$ cat src/rtl/pci_irq_swz_pkg.sv
package pci_irq_swz_pkg;
  localparam int unsigned SLOTS = 4;
  localparam int unsigned SLOT_W = $clog2(SLOTS);
  localparam logic [7:0] ROUTE_RESET = 8'h80;
  localparam int unsigned DIS_BIT = 7;

  typedef logic [7:0] route_t;
  typedef logic [SLOT_W-1:0] slot_t;

  // (pin-1)+(dev-1) folded onto the slot count
  function automatic slot_t calc_slot(input logic [7:0] pin, input logic [7:0] devfn);
    logic [7:0] sum;
    sum = pin + {3'b000, devfn[7:3]} - 8'd2;
    return sum[SLOT_W-1:0];
  endfunction

  function automatic logic pin_ok(input logic [7:0] pin);
    return (pin >= 8'd1) && (pin <= 8'd4);
  endfunction
endpackage

$ cat src/rtl/swz_route_regs.sv
module swz_route_regs
  import pci_irq_swz_pkg::*;
#(
  parameter logic [7:0] BASE = 8'h60
) (
  input  logic                    clk_i,
  input  logic                    rst_ni,
  input  logic                    we_i,
  input  logic [7:0]              addr_i,
  input  logic [7:0]              wdata_i,
  output logic [SLOTS-1:0][7:0]   route_o
);
  for (genvar s = 0; s < SLOTS; s++) begin : g_slot
    localparam logic [7:0] OFF = BASE + 8'(s);
    always_ff @(posedge clk_i or negedge rst_ni) begin
      if (!rst_ni)                          route_o[s] <= ROUTE_RESET;
      else if (we_i && (addr_i == OFF))     route_o[s] <= wdata_i;
    end
  end
endmodule

$ cat src/rtl/swz_lookup.sv
module swz_lookup
  import pci_irq_swz_pkg::*;
#(
  parameter int unsigned N_LINES = 16,
  localparam int unsigned LINE_W = $clog2(N_LINES)
) (
  input  logic                  valid_i,
  input  logic [7:0]            pin_i,
  input  logic [7:0]            devfn_i,
  input  logic [SLOTS-1:0][7:0] route_i,
  output logic                  hit_o,
  output logic [LINE_W-1:0]     line_o
);
  slot_t  slot;
  route_t rb;

  always_comb begin
    slot   = calc_slot(pin_i, devfn_i);
    rb     = route_i[slot];
    line_o = rb[LINE_W-1:0];
    hit_o  = valid_i && pin_ok(pin_i) && !rb[DIS_BIT] &&
             (32'(line_o) < N_LINES);
  end
endmodule

$ cat src/rtl/swz_line_ctr.sv
module swz_line_ctr #(
  parameter int unsigned N_LINES = 16,
  parameter int unsigned CNT_W = 4,
  localparam int unsigned LINE_W = $clog2(N_LINES)
) (
  input  logic                       clk_i,
  input  logic                       rst_ni,
  input  logic                       hit_i,
  input  logic                       up_i,
  input  logic [LINE_W-1:0]          line_i,
  output logic [N_LINES*CNT_W-1:0]   cnt_o,
  output logic [N_LINES-1:0]         lvl_o
);
  localparam logic [CNT_W-1:0] CMAX = '1;

  for (genvar l = 0; l < N_LINES; l++) begin : g_line
    logic [CNT_W-1:0] cnt_q;
    logic sel;
    assign sel = hit_i && (32'(line_i) == l);

    always_ff @(posedge clk_i or negedge rst_ni) begin
      if (!rst_ni) cnt_q <= '0;
      else if (sel) begin
        if (up_i && cnt_q != CMAX)       cnt_q <= cnt_q + 1'b1;
        else if (!up_i && cnt_q != '0)   cnt_q <= cnt_q - 1'b1;
      end
    end

    assign cnt_o[l*CNT_W +: CNT_W] = cnt_q;
    assign lvl_o[l] = |cnt_q;
  end
endmodule

$ cat src/rtl/pci_irq_swizzle.sv
module pci_irq_swizzle
  import pci_irq_swz_pkg::*;
#(
  parameter int unsigned N_LINES = 16,
  parameter int unsigned CNT_W = 4,
  parameter logic [7:0]  ROUTE_BASE = 8'h60
) (
  input  logic               clk_i,
  input  logic               rst_ni,
  input  logic               cfg_we_i,
  input  logic [7:0]         cfg_addr_i,
  input  logic [7:0]         cfg_wdata_i,
  input  logic               req_valid_i,
  input  logic               req_assert_i,
  input  logic [7:0]         req_pin_i,
  input  logic [7:0]         req_devfn_i,
  output logic [N_LINES-1:0] irq_o
);
  localparam int unsigned LINE_W = $clog2(N_LINES);

  logic [SLOTS-1:0][7:0]     route;
  logic                      hit;
  logic [LINE_W-1:0]         line;
  logic [N_LINES*CNT_W-1:0]  cnt_flat;

  swz_route_regs #(.BASE(ROUTE_BASE)) u_regs (
    .clk_i   (clk_i),
    .rst_ni  (rst_ni),
    .we_i    (cfg_we_i),
    .addr_i  (cfg_addr_i),
    .wdata_i (cfg_wdata_i),
    .route_o (route)
  );

  swz_lookup #(.N_LINES(N_LINES)) u_look (
    .valid_i (req_valid_i),
    .pin_i   (req_pin_i),
    .devfn_i (req_devfn_i),
    .route_i (route),
    .hit_o   (hit),
    .line_o  (line)
  );

  swz_line_ctr #(.N_LINES(N_LINES), .CNT_W(CNT_W)) u_ctr (
    .clk_i  (clk_i),
    .rst_ni (rst_ni),
    .hit_i  (hit),
    .up_i   (req_assert_i),
    .line_i (line),
    .cnt_o  (cnt_flat),
    .lvl_o  (irq_o)
  );
endmodule

$ cat config.mk
export PLATFORM = sky130hd
export DESIGN_NAME = pci_irq_swizzle
export DESIGN_NICKNAME = d
export VERILOG_FILES = /design/src/rtl/pci_irq_swz_pkg.sv /design/src/rtl/swz_route_regs.sv /design/src/rtl/swz_lookup.sv /design/src/rtl/swz_line_ctr.sv /design/src/rtl/pci_irq_swizzle.sv
export SDC_FILE = /design/constraint.sdc
export NUM_CORES = 1
export LEC_CHECK = 0
export ABC_AREA = 1
export BUFFER_PORTS_ARGS = -buffer_cell sky130_fd_sc_hd__buf_2
export CAP_MARGIN = 20
export CELL_PAD_IN_SITES_DETAIL_PLACEMENT = 1
export CELL_PAD_IN_SITES_GLOBAL_PLACEMENT = 1
export CORE_UTILIZATION = 48
export CTS_CLUSTER_DIAMETER = 150
export DETAILED_ROUTE_END_ITERATION = 10
export PLACE_DENSITY_LB_ADDON = 0.1
export SKIP_CTS_REPAIR_TIMING = 1
export SLEW_MARGIN = 20
export SYNTH_ARGS = -nofsm -noshare
export SYNTH_HDL_FRONTEND = slang
export SYNTH_SLANG_ARGS = --single-unit
$ cat constraint.sdc
create_clock -name clk_i -period 5.3 [get_ports clk_i]
set_input_delay 0.53 -clock clk_i [delete_from_list [all_inputs] [get_ports clk_i]]
set_output_delay 0.53 -clock clk_i [all_outputs]
set_load 0.01 [all_outputs]
After elaboration in Yosys (flattened, before gate mapping)
Index checks and enable logic that the tools add are counted.
{"block": "word_totals", "ff_bits": 96, "output_inout_bits": 16, "wordCells": 248}
{"block": "op_classes", "addsub": 34, "order_cmp": 3, "n_eq_ne": 35, "muxes": 34, "n_reduce_logical": 122}
{"op": "2-to-1 mux 4 bit", "n": 32}
{"op": "adder 4 x 1 -> 4 bit, second input constant", "n": 16}
{"op": "inequality test 4 bit, second input constant", "n": 16}
{"op": "nonzero test 4 bit", "n": 16}
{"op": "OR reduction 4 bit", "n": 16}
{"op": "subtractor 4 x 1 -> 4 bit, second input constant", "n": 16}
{"op": "logical AND 1 bit", "n": 55}
{"op": "equality test 4 bit, second input constant", "n": 8}
{"op": "equality test 8 x 7 -> 1 bit, second input constant", "n": 4}
{"op": "AND reduction 2 bit", "n": 16}
{"op": "nonzero test 2 bit", "n": 16}
{"op": "binary-select mux 8 bit (select 2 bit)", "n": 1}
{"op": "equality test 4 x 3 -> 1 bit, second input constant", "n": 4}
{"op": "equality test 4 x 2 -> 1 bit, second input constant", "n": 2}
{"op": ">= comparator 8 x 1 -> 1 bit, second input constant", "n": 1}
{"op": "less-or-equal comparator 8 x 3 -> 1 bit, second input constant", "n": 1}
{"op": "2-to-1 mux 8 bit", "n": 1}
{"op": "equality test 4 x 1 -> 1 bit, second input constant", "n": 1}
{"op": "zero test 4 bit", "n": 1}
{"op": "less-than comparator 2 x 3 -> 1 bit, second input constant", "n": 1}
{"op": "adder 2 bit", "n": 1}
{"op": "zero test 1 bit", "n": 2}
{"op": "subtractor 2 bit, second input constant", "n": 1}

Longest topological paths before layout
{"block": "logic_depth", "ltp_word": 8, "ltp_mapped": 13, "ltp_nobuf": 12}

By module
A second synthesis with hierarchy kept.
{"block": "unflattened", "cells_unflattened": 891, "hier_area_um2": 6495.0}
{"mod": "swz_line_ctr", "n_inst": 1, "cells_per_inst": 674, "area_per_inst_um2": 4798.4, "seq_area_each_um2": 1601.5}
{"mod": "swz_route_regs", "n_inst": 1, "cells_per_inst": 159, "area_per_inst_um2": 1390.1, "seq_area_each_um2": 805.8}
{"mod": "swz_lookup", "n_inst": 1, "cells_per_inst": 58, "area_per_inst_um2": 306.5, "seq_area_each_um2": 0.0}

Worst setup path before layout
No wires, ideal clock.
{"block": "synth_path", "path_kind": "input to register", "start": "input req_pin_i[0]", "end": "register u_ctr.g_line[1].cnt_q[2]", "setup_ps": 123, "t_arrival_ps": 1946, "required_time_ps": 5177, "setup_slack_ps": 3231, "path_stages": 13, "cell_sequence": "ha_1 buf_6 buf_6 nand2_1 o21ai_0 inv_1 nand3_1 nand2_1 nand2_2 nor2_1 nand2_1 nand2_1 o21ai_1"}
{"block": "synth_between", "elab_chain_len": 8}
{"item": "from (decl)", "line_no": "pci_irq_swizzle.sv:15", "text": "input logic [7:0] req_pin_i,"}
{"item": "branches (longest 6 deep; another with adder 2 bit)"}
{"item": "logical AND 1 bit *", "line_no": "swz_line_ctr.sv:19", "text": "assign sel = hit_i && (32'(line_i) == l);"}
{"item": "AND reduction 2 bit (no source line) *"}
{"item": "to (signal assigned)", "line_no": "swz_line_ctr.sv:24", "text": "if (up_i && cnt_q != CMAX) cnt_q <= cnt_q + 1'b1;"}
{"item": "to (signal assigned)", "line_no": "swz_line_ctr.sv:25", "text": "else if (!up_i && cnt_q != '0) cnt_q <= cnt_q - 1'b1;"}
{"item": "to (decl)", "line_no": "swz_line_ctr.sv:17", "text": "logic [CNT_W-1:0] cnt_q;"}
Every way passes the cells marked *. The select of a mux whose other input is x is not followed.
A chain may end at the register's enable or synchronous reset.

Worst setup path after layout
Ends and elaborated chain as after synthesis.

==> flow_metrics.py <==
metrics = {
    "floorplan": {
        "io_pins": 53,
        "fp.dieH_um": 115,
        "core_area_mm2": 0.0122,
        "start_util": 0.502,
        "die_w_um": 115,
        "dieArea_mm2": 0.0132,
        "rows": 40,
    },
    "critical_path": {
        "slowest_stage": "ha_1",
        "startpoint": "req_pin_i[0]",
        "criticalPathCategory": "in -> reg",
        "cp-start-kind": "input pin",
        "cpPeakStageDelay_ns": 0.57,
        "arrival_ns": 2.70,
        "cp.required_ns": 5.54,
        "cp_max_fo": 17,
        "cp_cell_sequence": "buf_2 > ha_1 > inv_1 > o21ai_0 > nand3_1 > nand2_1 > nand2_2 > nor2_1 > nand2_1 > nand2_1 > o21ai_1",
        "crit_top_cell": "nand2_1",
        "r2r_start": "u_ctr.g_line[1].cnt_q[0]$_DFFE_PN0P_",
        "cp-end-kind": "flop",
    },
    "placement": {
        "gp_congestion": 0.847,
        "numPortBuffers": 43,
        "dp_hpwl_um": 12300,
    },
    "global_route": {
        "grt_use_met3": 0.0300,
        "antenna_found_initial": 0,
        "grt_busiest_layer": "met2",
        "grt_max_degree": 45,
        "grt_pass1_wl_um": 27800,
        "grt_usage": 0.268,
        "grt_use_met2": 0.504,
        "met1_usage": 0.311,
        "grt_pass1_vias": 6061,
        "overflow": 0,
    },
    "routing": {
        "wl_per_cell_um": 15.3,
        "ant_nets": 0,
        "drt_iter0_drc": 146,
        "drc": 0,
        "firstDrtPassIters": 5,
        "vias_per_cell": 5.36,
        "num_vias": 5728,
        "drt-total-wl_um": 16400,
    },
    "yosys": {
        "yosys_warnings": 0,
        "synth_ff_type": "dfrtp_1",
        "synth_cell_types": 33,
        "avgSynthCellArea_um2": 7.19,
        "ys_seq_area_frac": 0.344,
        "syn-cell-area_mm2": 0.00613,
        "syn_nets": 938,
        "synth-edff-count": 0,
        "ys_ff_latch": 84,
        "async_flop_share": 1.00,
        "synthCells": 852,
    },
    "finish": {
        "layout-drive-gt1-share": 0.111,
        "syn_to_final_growth_pct": 10.8,
        "utilization": 0.556,
        "fill_cells": 1649,
        "antenna_cells": 0,
        "nets": 982,
    },
    "timing": {
        "fin_setup_tns_ns": 0,
        "setup_viol": 0,
        "tightest_slew_ns": 0.900,
        "holdWs_ns": 0.157,
        "slew_violations": 0,
        "slew_headroom": 0.399,
        "rsz0062_at_grt": "false",
        "max_freq_mhz": 407,
        "min_period_over_period": 0.464,
        "post-route-min-period_ns": 2.46,
        "fin_skew_ns": 0.00636,
        "finalHoldViolCount": 0,
    },
    "power": {
        "seq_power_share": 0.442,
        "power_density_mw_per_mm2": 220,
        "ir_drop_mv": 0.174,
        "internal_power_mw": 1.09,
        "p_comb_frac": 0.119,
        "power_switching_mw": 0.408,
        "leakage_nw": 3.55,
        "swShare": 0.273,
        "pwr-share-clk": 0.439,
    },
    "run": {
        "maxCapViolCount": 0,
    },
    "clocking": {
        "clock_sinks": 84,
        "numCtsBuffers": 9,
        "worstSkewPairLatency_ns": 0.35,
        "cts_tree": "built",
        "cts_buffer_depth": 2,
        "cts-root-buf": "clkbuf_16",
        "htree_levels": 3,
        "path_clk_slew_ns": 0.07,
    },
    "min_path": {
        "hp-class": "in -> async",
    },
    "outcome": {
        "outcome": "completed",
    },
}
-- cells in the final DEF (no fill, tap or decap), types with 5 or more instances in the layout --
cell and n:
clkbuf_16 9, nand3b_1 5, buf_2 42, a211oi_1 5, inv_1 73, o21ai_1 13
nand3_1 82, o21ai_0 43, fa_1 16, nor2_1 71, nor2_2 7, dfrtp_1 80
nand4_1 21, nand2_1 329, or2_2 8, xor2_1 8, xnor2_1 16, nand2_2 7
ha_1 33
-- metal layers --
| metal | vias up | part of all wire |
|---|---|---|
| met1 | 2824 | 0.43 |
| met4 | 0 | 0.019 |
| met5 | - | 0 |
| met3 | 22 | 0.015 |
| met2 | 56 | 0.53 |
| li1 | 2826 | - |
-- final timing paths --
check,endpoint,slack (ns),cells after the start
worst max register to register,u_ctr.g_line[1].cnt_q[3]$_DFFE_PN0P_,3.04,8
worst min register to register,u_regs.route_o[3]$_DFFE_PN0P_,0.48,2
worst min-delay path,u_ctr.g_line[5].cnt_q[1]$_DFFE_PN0P_,0.16,1
max in group asynchronous,u_regs.route_o[25]$_DFFE_PN0P_,4.14,2
min in group clk_i,u_regs.route_o[15]$_DFFE_PN1P_,0.48,3
worst max-delay path,u_ctr.g_line[1].cnt_q[2]$_DFFE_PN0P_,2.84,11
-- power by group through the flow --
stage / sequential (mW) / clock, mW / combinational (mW)
5_1_grt: 0.661 / 0.688 / 0.203
2_1_floorplan: 0.670 / 0 / 0.119
4_1_cts: 0.660 / 0.667 / 0.180
6_report: 0.660 / 0.656 / 0.178
3_3_place_gp: 0.671 / 0 / 0.166
3_5_place_dp: 0.672 / 0 / 0.177
-- final cells by class --
cell class	instances	area (µm²)	area share
inverter	75	282	0.0415
timing repair buffer	44	225	0.0332
clock buffer	10	239	0.0352
multi-input combinational	682	3660	0.539
clock inverter	6	63.8	0.00940
sequential	84	2110	0.310
tap	168	210	0.0310
-- synth_stat cells (2+ instances only) --
cell type,number,area share
nor2_2,7,0.0071
or2_2,8,0.0082
buf_6,3,0.0055
nor2_1,71,0.044
fa_1,16,0.052
buf_2,5,0.0041
xnor2_1,16,0.023
o21ai_0,43,0.035
inv_2,2,0.0012
nand3b_1,5,0.0061
xor2_1,8,0.011
inv_1,73,0.045
nand3_2,4,0.0065
o21ai_1,13,0.011
nand2_1,329,0.20
dfrtp_1,80,0.33
nand2_2,7,0.0071
nand3_1,82,0.067
dfstp_2,4,0.017
ha_1,33,0.067
buf_4,2,0.0025
nand4_1,21,0.021
nor2_4,4,0.0074
a21o_1,2,0.0025
a21oi_1,2,0.0016
a211oi_1,5,0.0061
-- per-stage QoR --
step	std cells	instance area, µm²	power, mW	worst slack, ns
after global placement	1053	6480	0.837	2.54
final	1069	6790	1.49	2.84
after CTS	1069	6790	1.51	2.82
after floorplan	852	6130	0.789	3.23
after global routing	1069	6790	1.55	2.55
after detailed placement	1053	6480	0.849	2.45
-- worst max-delay path: cells and delay by family --
| family | cells | cell delay (ns) |
|---|---|---|
| AND/OR/NAND/NOR | 6 | 1.01 |
| adder cells (fa/ha/maj) | 1 | 0.57 |
| buffers and inverters | 2 | 0.32 |
| AO/OA/AOI/OAI | 2 | 0.26 |
-- kinds of logic after synthesis --
| family | after synthesis | synth area share |
|---|---|---|
| XOR/XNOR | 24 | 0.0343 |
| flip-flops | 84 | 0.344 |
| buffers and inverters | 86 | 0.0586 |
| AND/OR/NAND/NOR | 543 | 0.386 |
| AO/OA/AOI/OAI | 66 | 0.0574 |
| adder cells (fa/ha/maj) | 49 | 0.120 |
-- flip-flops by register name (all words and copies together) (netlist names) --
name                flops
u_ctr.g_line.cnt_q     64
u_regs.route_o         20
Power figures use the tool's default switching activity.
